$ cat src/rtl/dt_pair.sv
module dt_pair #(
  parameter int TICK_DIV = 1
) (
  input  logic       clk,
  input  logic       rst_n,
  input  logic       ref_in,
  input  logic [7:0] dt_code,
  input  logic       main_en,
  input  logic       idle_sel,
  input  logic       en_p,
  input  logic       en_n,
  input  logic       idle_p,
  input  logic       idle_n,
  output logic       out_p,
  output logic       out_n,
  output logic       oe_p,
  output logic       oe_n
);
  localparam int MAX_TICKS = (32 + 31) * 16;
  localparam int MAX_CLKS  = MAX_TICKS * TICK_DIV;
  localparam int CNT_W     = $clog2(MAX_CLKS + 1);

  function automatic logic [CNT_W-1:0] code_ticks(input logic [7:0] c);
    logic [CNT_W-1:0] t;
    if (!c[7])              t = CNT_W'(c[6:0]);
    else if (!c[6])         t = CNT_W'({1'b1, c[5:0]}) << 1;
    else if (!c[5])         t = CNT_W'({1'b1, c[4:0]}) << 3;
    else                    t = CNT_W'({1'b1, c[4:0]}) << 4;
    return t;
  endfunction

  logic [CNT_W-1:0] load_clks;
  logic [CNT_W-1:0] cnt;
  logic             ref_r, p_act, n_act;
  logic             edge_seen;

  assign load_clks = code_ticks(dt_code) * CNT_W'(TICK_DIV);
  assign edge_seen = ref_in != ref_r;

  always_ff @(posedge clk or negedge rst_n) begin
    if (!rst_n) begin
      ref_r <= 1'b0;
      p_act <= 1'b0;
      n_act <= 1'b1;
      cnt   <= '0;
    end else if (edge_seen) begin
      ref_r <= ref_in;
      if (load_clks == '0) begin
        p_act <= ref_in;
        n_act <= !ref_in;
        cnt   <= '0;
      end else begin
        p_act <= 1'b0;
        n_act <= 1'b0;
        cnt   <= load_clks;
      end
    end else if (cnt != '0) begin
      cnt <= cnt - 1'b1;
      if (cnt == CNT_W'(1)) begin
        p_act <= ref_r;
        n_act <= !ref_r;
      end
    end
  end

  assign oe_p  = en_p & (main_en | idle_sel);
  assign oe_n  = en_n & (main_en | idle_sel);
  assign out_p = en_p & (main_en ? p_act : (idle_sel & idle_p));
  assign out_n = en_n & (main_en ? n_act : (idle_sel & idle_n));

  a_r5_no_overlap: assert property (@(posedge clk) disable iff (!rst_n)
    !(p_act && n_act));
  a_r5_main_rise_high: assert property (@(posedge clk) disable iff (!rst_n)
    $rose(p_act) |-> ref_r);
  a_r6_comp_rise_low: assert property (@(posedge clk) disable iff (!rst_n)
    $rose(n_act) |-> !ref_r);
  a_r8_settled_follow: assert property (@(posedge clk) disable iff (!rst_n)
    (cnt == '0) |-> (p_act == ref_r && n_act == !ref_r));
  a_r7_edge_drops: assert property (@(posedge clk) disable iff (!rst_n)
    (edge_seen && load_clks != '0) |=> (!p_act && !n_act));
endmodule

$ cat config.mk
export PLATFORM = sky130hd
export DESIGN_NAME = dt_pair
export DESIGN_NICKNAME = d
export VERILOG_FILES = /design/src/rtl/dt_pair.sv
export SDC_FILE = /design/constraint.sdc
export NUM_CORES = 1
export LEC_CHECK = 0
export ABC_CLOCK_PERIOD_IN_PS = 1700
export BUFFER_PORTS_ARGS = -buffer_cell sky130_fd_sc_hd__buf_2
export CAP_MARGIN = 30
export CORE_MARGIN = 1.5
export CORE_UTILIZATION = 43
export CTS_CLUSTER_SIZE = 30
export DETAILED_ROUTE_END_ITERATION = 10
export PLACE_DENSITY = 0.68
export SYNTH_ARGS = -nofsm -noshare
export SYNTH_HDL_FRONTEND = slang
export SYNTH_SLANG_ARGS = --single-unit
export TNS_END_PERCENT = 100
$ cat constraint.sdc
create_clock -name clk -period 1.7 [get_ports clk]
set_input_delay 0.085 -clock clk [delete_from_list [all_inputs] [get_ports clk]]
set_output_delay 0.085 -clock clk [all_outputs]
set_load 0.01 [all_outputs]
==> summary.txt, run 1 <==
Pwr
  • Peak supply drop: 0.5385 mV
  • Power per cell area: 893.0 nW/µm²
  • P_leak: 0.5218 nW

Yosys
  • Post-synthesis sequential area ratio: 0.3439
  • Netlist Area Pre-Place: 949.7 µm²
  • Area share of the largest cell type after synthesis: 0.3162
  • Unique masters post-synth: 37
  • Top post-synthesis cells by area: dfrtp_1 (32%), xnor2_1 (5.5%), o21ai_0 (5.3%)
  • Syn Inst Count: 107
  • Cell accounting for the most synthesized area: dfrtp_1
  • Mapped Nets: 126
  • Syn. warnings: 0
  • Flops & latches, synth: 13
  • Mapped Avg Cell Area: 8.875 µm²

Placement
  • Dpl cell area: 1156 µm²
  • I/O Buffers: 20
  • Hpwl dp: 1.706 mm
  • Worst slack, placed: -35.81 ps
  • Placer congestion estimate: 0.8545

Routing
  • Vias: 909
  • DRC marker count from the first detailed-route iteration: 14
  • Antenna viol nets, final: 0
  • DR pass1 iterations: 4
  • Residual DRC: 0
  • Vias per cell: 5.476
  • Routed wire length: 2.120 mm
  • Wire per inst: 12.77 µm

Critical path
  • Worst r2r src: cnt[0]$_DFFE_PN0P_
  • Cells along the critical path: or4_4 > nor4b_4 > mux2i_1 > a21oi_1
  • Largest delay share family, worst path: simple AND/OR/NAND/NOR gates
  • Critical Path AT: 1830 ps
  • Crit. path cell count: 4
  • Crit. End Element: flip-flop
  • Sum of buffers and inverters on the critical path: 0
  • Worst-path fanout max: 4
  • End point of the critical path: cnt[9]$_DFFE_PN0P_
  • R2R Setup Slk: 30 ps
  • Worst path max stage delay: 560 ps
  • CP Class: reg2reg
  • Worst setup path startpoint: cnt[0]$_DFFE_PN0P_
  • Critical R2R Capture: cnt[9]$_DFFE_PN0P_
  • Worst reg2reg path depth: 4
  • CP startpoint kind: flip-flop
  • Slowest CP cell: or4_4
  • Crit path required time: 1860 ps

Clocking
  • CTS tree: built
  • H-tree levels: 1
  • Postcts setup bufs: 0
  • Clock Latency Late Sink: 270 ps
  • CTS max path bufs: 2
  • Cts bufs inserted: 3
  • Number of clock sinks: 13
  • CTS clk-pin slew, worst paths: 70 ps
  • Root buffer cell: clkbuf_4

Global route
  • Largest net degree at the start of global routing: 14
  • Overflow after GRT: 0
  • First-pass GRT wire length: 3.774 mm
  • Initial antenna violation count: 0
  • Total Routing Usage GR: 0.1975
  • Number of global-route vias before repair: 884

Timing
  • Max-slew violation count: 0
  • Fin. Hold Viols: 0
  • Post-route minimum period: 1668 ps
  • WHS: 108.8 ps
  • RSZ-0062 raised after global routing: yes
  • Slew HR: 0.7209
  • Period utilization: 0.9810
  • Worst-Margin Slew: 416.8 ps
  • Final setup fails: 0
  • Clk_skew: 4.563 ps
  • Final setup margin: 32.27 ps
  • FMAX: 599.6 MHz

Die
  • Die area: 2500 µm²
  • Initial core utilization: 0.4697
  • Core area: 2022 µm²
  • Die height: 50.00 µm
  • Width of the chip: 50.00 µm
  • Site row count: 16
  • I/O pins: 21

Worst hold path
  • Startpoint of the worst hold path: dt_code[0]
  • Worst hold-check path type: in2reg

Finish
  • NumNets Final: 159
  • Diodes inserted: 0
  • Finished Cell Area: 1229 µm²
  • Filler cell count: 179
  • Share of cells above drive strength 1: 0.3237
  • Area delta synth->final: 29.38%

Run status
  • Status: completed

Job
  • Max-Cap Viols: 0
==> through the flow <==
step	instances	util	setup TNS, ps	power [mW]
2_1_floorplan	107	-	0	0.7008
3_3_place_gp	160	0.5718	0	0.8802
3_5_place_dp	160	0.5718	-71.93	0.8864
4_1_cts	166	0.6077	0	1.103
5_1_grt	166	0.6077	-72.24	1.173
6_report	166	0.6077	0	1.097
==> tightest hold or removal path, cell delays in order <==
cell and delay, ps:
buf_2 120, nand3_1 70, o21ai_0 60
==> final cells by class <==
cell class | count | area [µm²] | area share
multi-input combinational | 85 | 624.3 | 0.5081
inverter | 4 | 15.01 | 0.01222
timing repair buffer | 33 | 202.7 | 0.1650
sequential | 13 | 326.6 | 0.2658
clock buffer | 4 | 26.28 | 0.02138
tap | 27 | 33.78 | 0.02749
==> worst min-delay path by stage <==
stage,depth (start not counted),to,slack [ps]
2_1_floorplan,0,cnt[0]$_DFFE_PN0P_,-210
3_3_place_gp,1,p_act$_DFFE_PN0P_,-20
3_5_place_dp,1,ref_r$_DFFE_PN0N_,-20
4_1_cts,3,cnt[0]$_DFFE_PN0P_,110
5_1_grt,3,cnt[0]$_DFFE_PN0P_,130
6_report,3,cnt[0]$_DFFE_PN0P_,110
==> logic make-up after synthesis <==
| family | count (synthesis) | share of synthesized area |
|---|---|---|
| DFF | 13 | 0.3439 |
| xor gates and xnor gates | 7 | 0.06456 |
| AOI/OAI and AO/OA | 37 | 0.2556 |
| muxes | 5 | 0.05402 |
| adders and majority gates | 2 | 0.02635 |
| and+or+nand+nor | 34 | 0.2200 |
| buffers and inverters | 9 | 0.03557 |
==> synth_stat cells <==
master / n
dfrtp_1: 12
o21ai_0: 10
xnor2_1: 6
a211oi_1: 5
a21oi_1: 5
clkbuf_1: 5
nand2_1: 5
nor2_1: 5
nor2b_1: 5
inv_1: 4
mux2i_1: 4
nand3_1: 4
nor3_1: 4
a22oi_1: 3
a21o_1: 2
a31oi_1: 2
ha_1: 2
nand3b_1: 2
nor4_1: 2
o21a_1: 2
o22ai_1: 2
a211o_1: 1
a221oi_1: 1
a311o_1: 1
and3_1: 1
dfstp_2: 1
mux2_2: 1
nor3b_1: 1
nor4b_1: 1
nor4b_4: 1
o2111ai_1: 1
o211ai_1: 1
o2bb2ai_1: 1
or2_2: 1
or3b_2: 1
or4_4: 1
xor2_1: 1
==> registers in the layout (all words and copies together), names as in the netlist <==
name,count
p_act,1
cnt,10
n_act,1
ref_r,1
==> layer usage <==
metal	track usage	share of wire	vias to the layer above
met3	0.01818	0.013	4
met2	0.3202	0.48	12
li1	-	-	469
met4	0.09722	0.017	0
met5	0	0	-
met1	0.2605	0.49	424
==> layout by cell type (no fill, tap or decap), types with 2 or more instances in the layout <==
| master | count |
|---|---|
| a21o_1 | 2 |
| a21oi_1 | 5 |
| buf_4 | 11 |
| nor2b_1 | 5 |
| o21a_1 | 2 |
| a211oi_1 | 5 |
| clkbuf_4 | 3 |
| dlygate4sd3_1 | 2 |
| nor3_1 | 4 |
| inv_1 | 2 |
| dfrtp_1 | 12 |
| buf_2 | 20 |
| nand3b_1 | 2 |
| o21ai_0 | 8 |
| o21ai_1 | 2 |
| o22ai_1 | 2 |
| inv_2 | 2 |
| mux2i_1 | 4 |
| a22oi_1 | 3 |
| xnor2_1 | 6 |
| a31oi_1 | 2 |
| nor2_1 | 5 |
| nand2_1 | 5 |
| nand3_1 | 4 |
==> where the power goes <==
| part | total [mW] | switching, mW | internal [mW] |
|---|---|---|---|
| combinational | 0.490 | 0.243 | 0.247 |
| sequential | 0.426 | 0.0542 | 0.372 |
| clock | 0.181 | 0.0899 | 0.0908 |
| total | 1.10 | 0.387 | 0.710 |
==> repair_timing <==
action | 4_1_cts | 5_1_grt
hold buffers | 2 | 0
pin swaps | 0 | 3
endpoints found under the setup margin | 3 | 4
resized for setup | 5 | 3
hold endpoints to repair | 14 | 0
Note: power is estimated with default switching activity, not from simulation.
==> inputs of run 2 (changes only) <==
--- a/config.mk
+++ b/config.mk
@@ -5,6 +5,7 @@
 export SDC_FILE = /design/constraint.sdc
 export NUM_CORES = 1
 export LEC_CHECK = 0
+export ABC_AREA = 1
 export ABC_CLOCK_PERIOD_IN_PS = 1700
 export BUFFER_PORTS_ARGS = -buffer_cell sky130_fd_sc_hd__buf_2
 export CAP_MARGIN = 30
@@ -12,7 +13,8 @@
 export CORE_UTILIZATION = 43
 export CTS_CLUSTER_SIZE = 30
 export DETAILED_ROUTE_END_ITERATION = 10
-export PLACE_DENSITY = 0.68
+export PLACE_DENSITY = 0.67
+export REMOVE_ABC_BUFFERS = 1
 export SYNTH_ARGS = -nofsm -noshare
 export SYNTH_HDL_FRONTEND = slang
 export SYNTH_SLANG_ARGS = --single-unit
==> summary.txt, run 2 <==
Die
  • I/O pins: 21 (unchanged)
  • Die height: 52.15 µm (+4.3%)
  • Site row count: 17 (+1)
  • Initial core utilization: 0.4606 (-0.009079)
  • Die area: 2719 µm² (+8.8%)
  • Core area: 2255 µm² (+12%)
  • Width of the chip: 52.15 µm (+4.3%)

Clocking
  • CTS tree: built
  • Cts bufs inserted: 3 (unchanged)
  • Clock Latency Late Sink: 270 ps (about the same)
  • Root buffer cell: clkbuf_4
  • H-tree levels: 1 (unchanged)
  • CTS max path bufs: 2 (unchanged)
  • CTS clk-pin slew, worst paths: 80 ps (about the same)
  • Number of clock sinks: 13 (unchanged)

Global route
  • Number of global-route vias before repair: 954 (+7.9%)
  • Initial antenna violation count: 0 (unchanged)
  • Largest net degree at the start of global routing: 15 (+1)
  • Total Routing Usage GR: 0.1858 (-0.01169)
  • First-pass GRT wire length: 3.857 mm (+2.2%)
  • Overflow after GRT: 0 (unchanged)

Finish
  • Non-Filler Instances: 223 (+34%)
  • Share of cells above drive strength 1: 0.2051 (-0.1186)
  • Area delta synth->final: 20.12%
  • Final Util: 0.5533 (-0.05440)
  • Diodes inserted: 0 (unchanged)
  • Most flops, register: cnt
  • NumNets Final: 215 (+35%)
  • Finished Cell Area: 1247 µm² (+1.5%)
  • Commonest non-fill, non-tap cells in the layout: nand2_1 (50), inv_1 (23), nor2_1 (21)
  • Max reg flops: 10 (unchanged)
  • Commonest non-fill, non-tap cell in the layout: nand2_1

Pwr
  • P_leak: 0.6854 nW (+31%)
  • Power per cell area: 760.2 nW/µm² (-15%)
  • Peak supply drop: 0.4659 mV (-13%)

Yosys
  • Unique masters post-synth: 22 (-41%)
  • Async set-or-reset flop fraction in the synthesized netlist: 1.000 (unchanged)
  • Syn. warnings: 0 (unchanged)
  • Area share of the largest cell type after synthesis: 0.2892 (-0.02705)
  • Number of synthesized flops with an enable pin: 0 (unchanged)
  • Dominant synthesized flop cell: dfrtp_1
  • Mapped Avg Cell Area: 6.145 µm² (-31%)
  • Flops & latches, synth: 13 (unchanged)
  • Cell accounting for the most synthesized area: dfrtp_1
  • Count leader, synth: nand2_1
  • Post-synthesis sequential area ratio: 0.3145 (-0.02942)
  • Netlist Area Pre-Place: 1038 µm² (+9.4%)
  • Top post-synthesis cells by area: dfrtp_1 (29%), nand2_1 (19%), inv_1 (9.4%)
  • Syn Inst Count: 169 (+58%)
  • Post-synth top cells: nand2_1 (52), inv_1 (26), nor2_1 (21)

Placement
  • Dpl cell area: 1157 µm² (+0.11%)
  • Hpwl dp: 1.891 mm (+11%)
  • Inst Count DP: 214 (+34%)
  • Placer congestion estimate: 0.8427 (-1.4%)
  • I/O Buffers: 20 (unchanged)

Timing
  • Clk_skew: 1.831 ps (-2.732 ps)
  • Slew HR: 0.7784 (+0.05759)
  • Worst-Margin Slew: 331.5 ps (-85.23 ps)
  • Max-slew violation count: 0 (unchanged)
  • Period utilization: 0.9393 (-0.04169)
  • Post-route minimum period: 1597 ps (-70.87 ps)
  • Setup tns final: 0 ps (unchanged)
  • FMAX: 626.2 MHz (+4.4%)
  • Fin. Hold Viols: 0 (unchanged)
  • Final setup fails: 0 (unchanged)
  • WHS: 222.6 ps (+113.8 ps)

Critical path
  • Worst-path fanout max: 4 (unchanged)
  • Worst reg2reg path depth: 9 (+5)
  • Crit path required time: 1870 ps (about the same)
  • R2R Setup Slk: 100 ps (+70 ps)
  • Worst r2r src: cnt[0]$_DFFE_PN0P_
  • Sum of buffers and inverters on the critical path: 4 (+4)
  • Worst path max stage delay: 420 ps (-140 ps)
  • Cells along the critical path: inv_2 > ha_4 > nand2_2 > inv_2 > nand2_2 > nor3_4 > clkinvlp_4 > nand2_1 > inv_1
  • Critical Path AT: 1770 ps (-60 ps)
  • CP Class: reg2reg
  • Critical R2R Capture: cnt[3]$_DFFE_PN0P_
  • Crit. End Element: flip-flop
  • CP startpoint kind: flip-flop
  • Largest delay share family, worst path: simple AND/OR/NAND/NOR gates
  • Slowest CP cell: dfrtp_1

Routing
  • Residual DRC: 0 (unchanged)
  • Vias per cell: 4.955 (-9.5%)
  • Wire per inst: 10.97 µm (-14%)
  • Routed wire length: 2.447 mm (+15%)
  • Vias: 1105 (+22%)
  • DRC marker count from the first detailed-route iteration: 18 (+4)
  • DR pass1 iterations: 4 (unchanged)
  • Antenna viol nets, final: 0 (unchanged)

Job
  • Max-Cap Viols: 0 (unchanged)

Worst hold path
  • Worst hold-check path type: in2async

Run status
  • Status: completed
[run 2: through the flow]
step | setup WS (ps) | total power [mW]
6_report | 103.1 | 0.9484
5_1_grt | -26.68 | 1.022
4_1_cts | 157.5 | 0.9215
3_5_place_dp | 168.4 | 0.7263
3_3_place_gp | 242.0 | 0.7194
2_1_floorplan | 319.9 | 0.6295
[run 2: layout make-up]
class / count / area [µm²]
clock buffers: 4 / 26.28
fillers: 257 / 1007
inverters: 28 / 105.1
multi-input cells: 125 / 611.8
flip-flops and latches: 13 / 326.6
well taps: 28 / 35.03
repair buffers: 24 / 135.1
repair inverters: 1 / 7.507
[run 2: logic make-up after synthesis]
kind of cell,after synthesis,synth area share
AOI/OAI and AO/OA,28,0.1374
xor gates and xnor gates,5,0.04218
adders and majority gates,2,0.02409
buffers and inverters,31,0.1169
DFF,13,0.3145
and+or+nand+nor,90,0.3651
[run 2: report_power, final]
group	switching, mW	internal [mW]
clock network	0.0977	0.0908
registers	0.0348	0.362
logic	0.223	0.140
[run 2: worst max-delay path by stage]
stage / slack [ps] / startpoint / endpoint / cells past startpoint
CTS: 160 / cnt[0]$_DFFE_PN0P_ / cnt[5]$_DFFE_PN0P_ / 9
global route: -30 / cnt[0]$_DFFE_PN0P_ / cnt[5]$_DFFE_PN0P_ / 9
floorplan: 320 / cnt[0]$_DFFE_PN0P_ / cnt[5]$_DFFE_PN0P_ / 9
detailed placement: 170 / cnt[0]$_DFFE_PN0P_ / cnt[5]$_DFFE_PN0P_ / 9
global placement: 240 / cnt[0]$_DFFE_PN0P_ / cnt[5]$_DFFE_PN0P_ / 9
finish: 100 / cnt[0]$_DFFE_PN0P_ / cnt[3]$_DFFE_PN0P_ / 9
[run 2: layer usage]
metal	wire length, µm	global-route usage	share of wire
met2	1221	0.3165	0.50
met4	34	0.08120	0.014
met1	1144	0.2482	0.47
met5	0	0	0
met3	47	0	0.019
[run 2: timing repair]
action,4_1_cts,5_1_grt
buffers inserted,0,2
endpoints found under the hold margin,14,0
resized for setup,0,9
setup endpoints to repair,0,2
hold buffers,2,0
[run 2: worst register-to-register path: stages (launching register included)]
cell and delay (ps):
dfrtp_1 420, inv_2 100, ha_4 150, nand2_2 70, inv_2 70, nand2_2 80, nor3_4 280, clkinvlp_4 200
nand2_1 90, inv_1 40
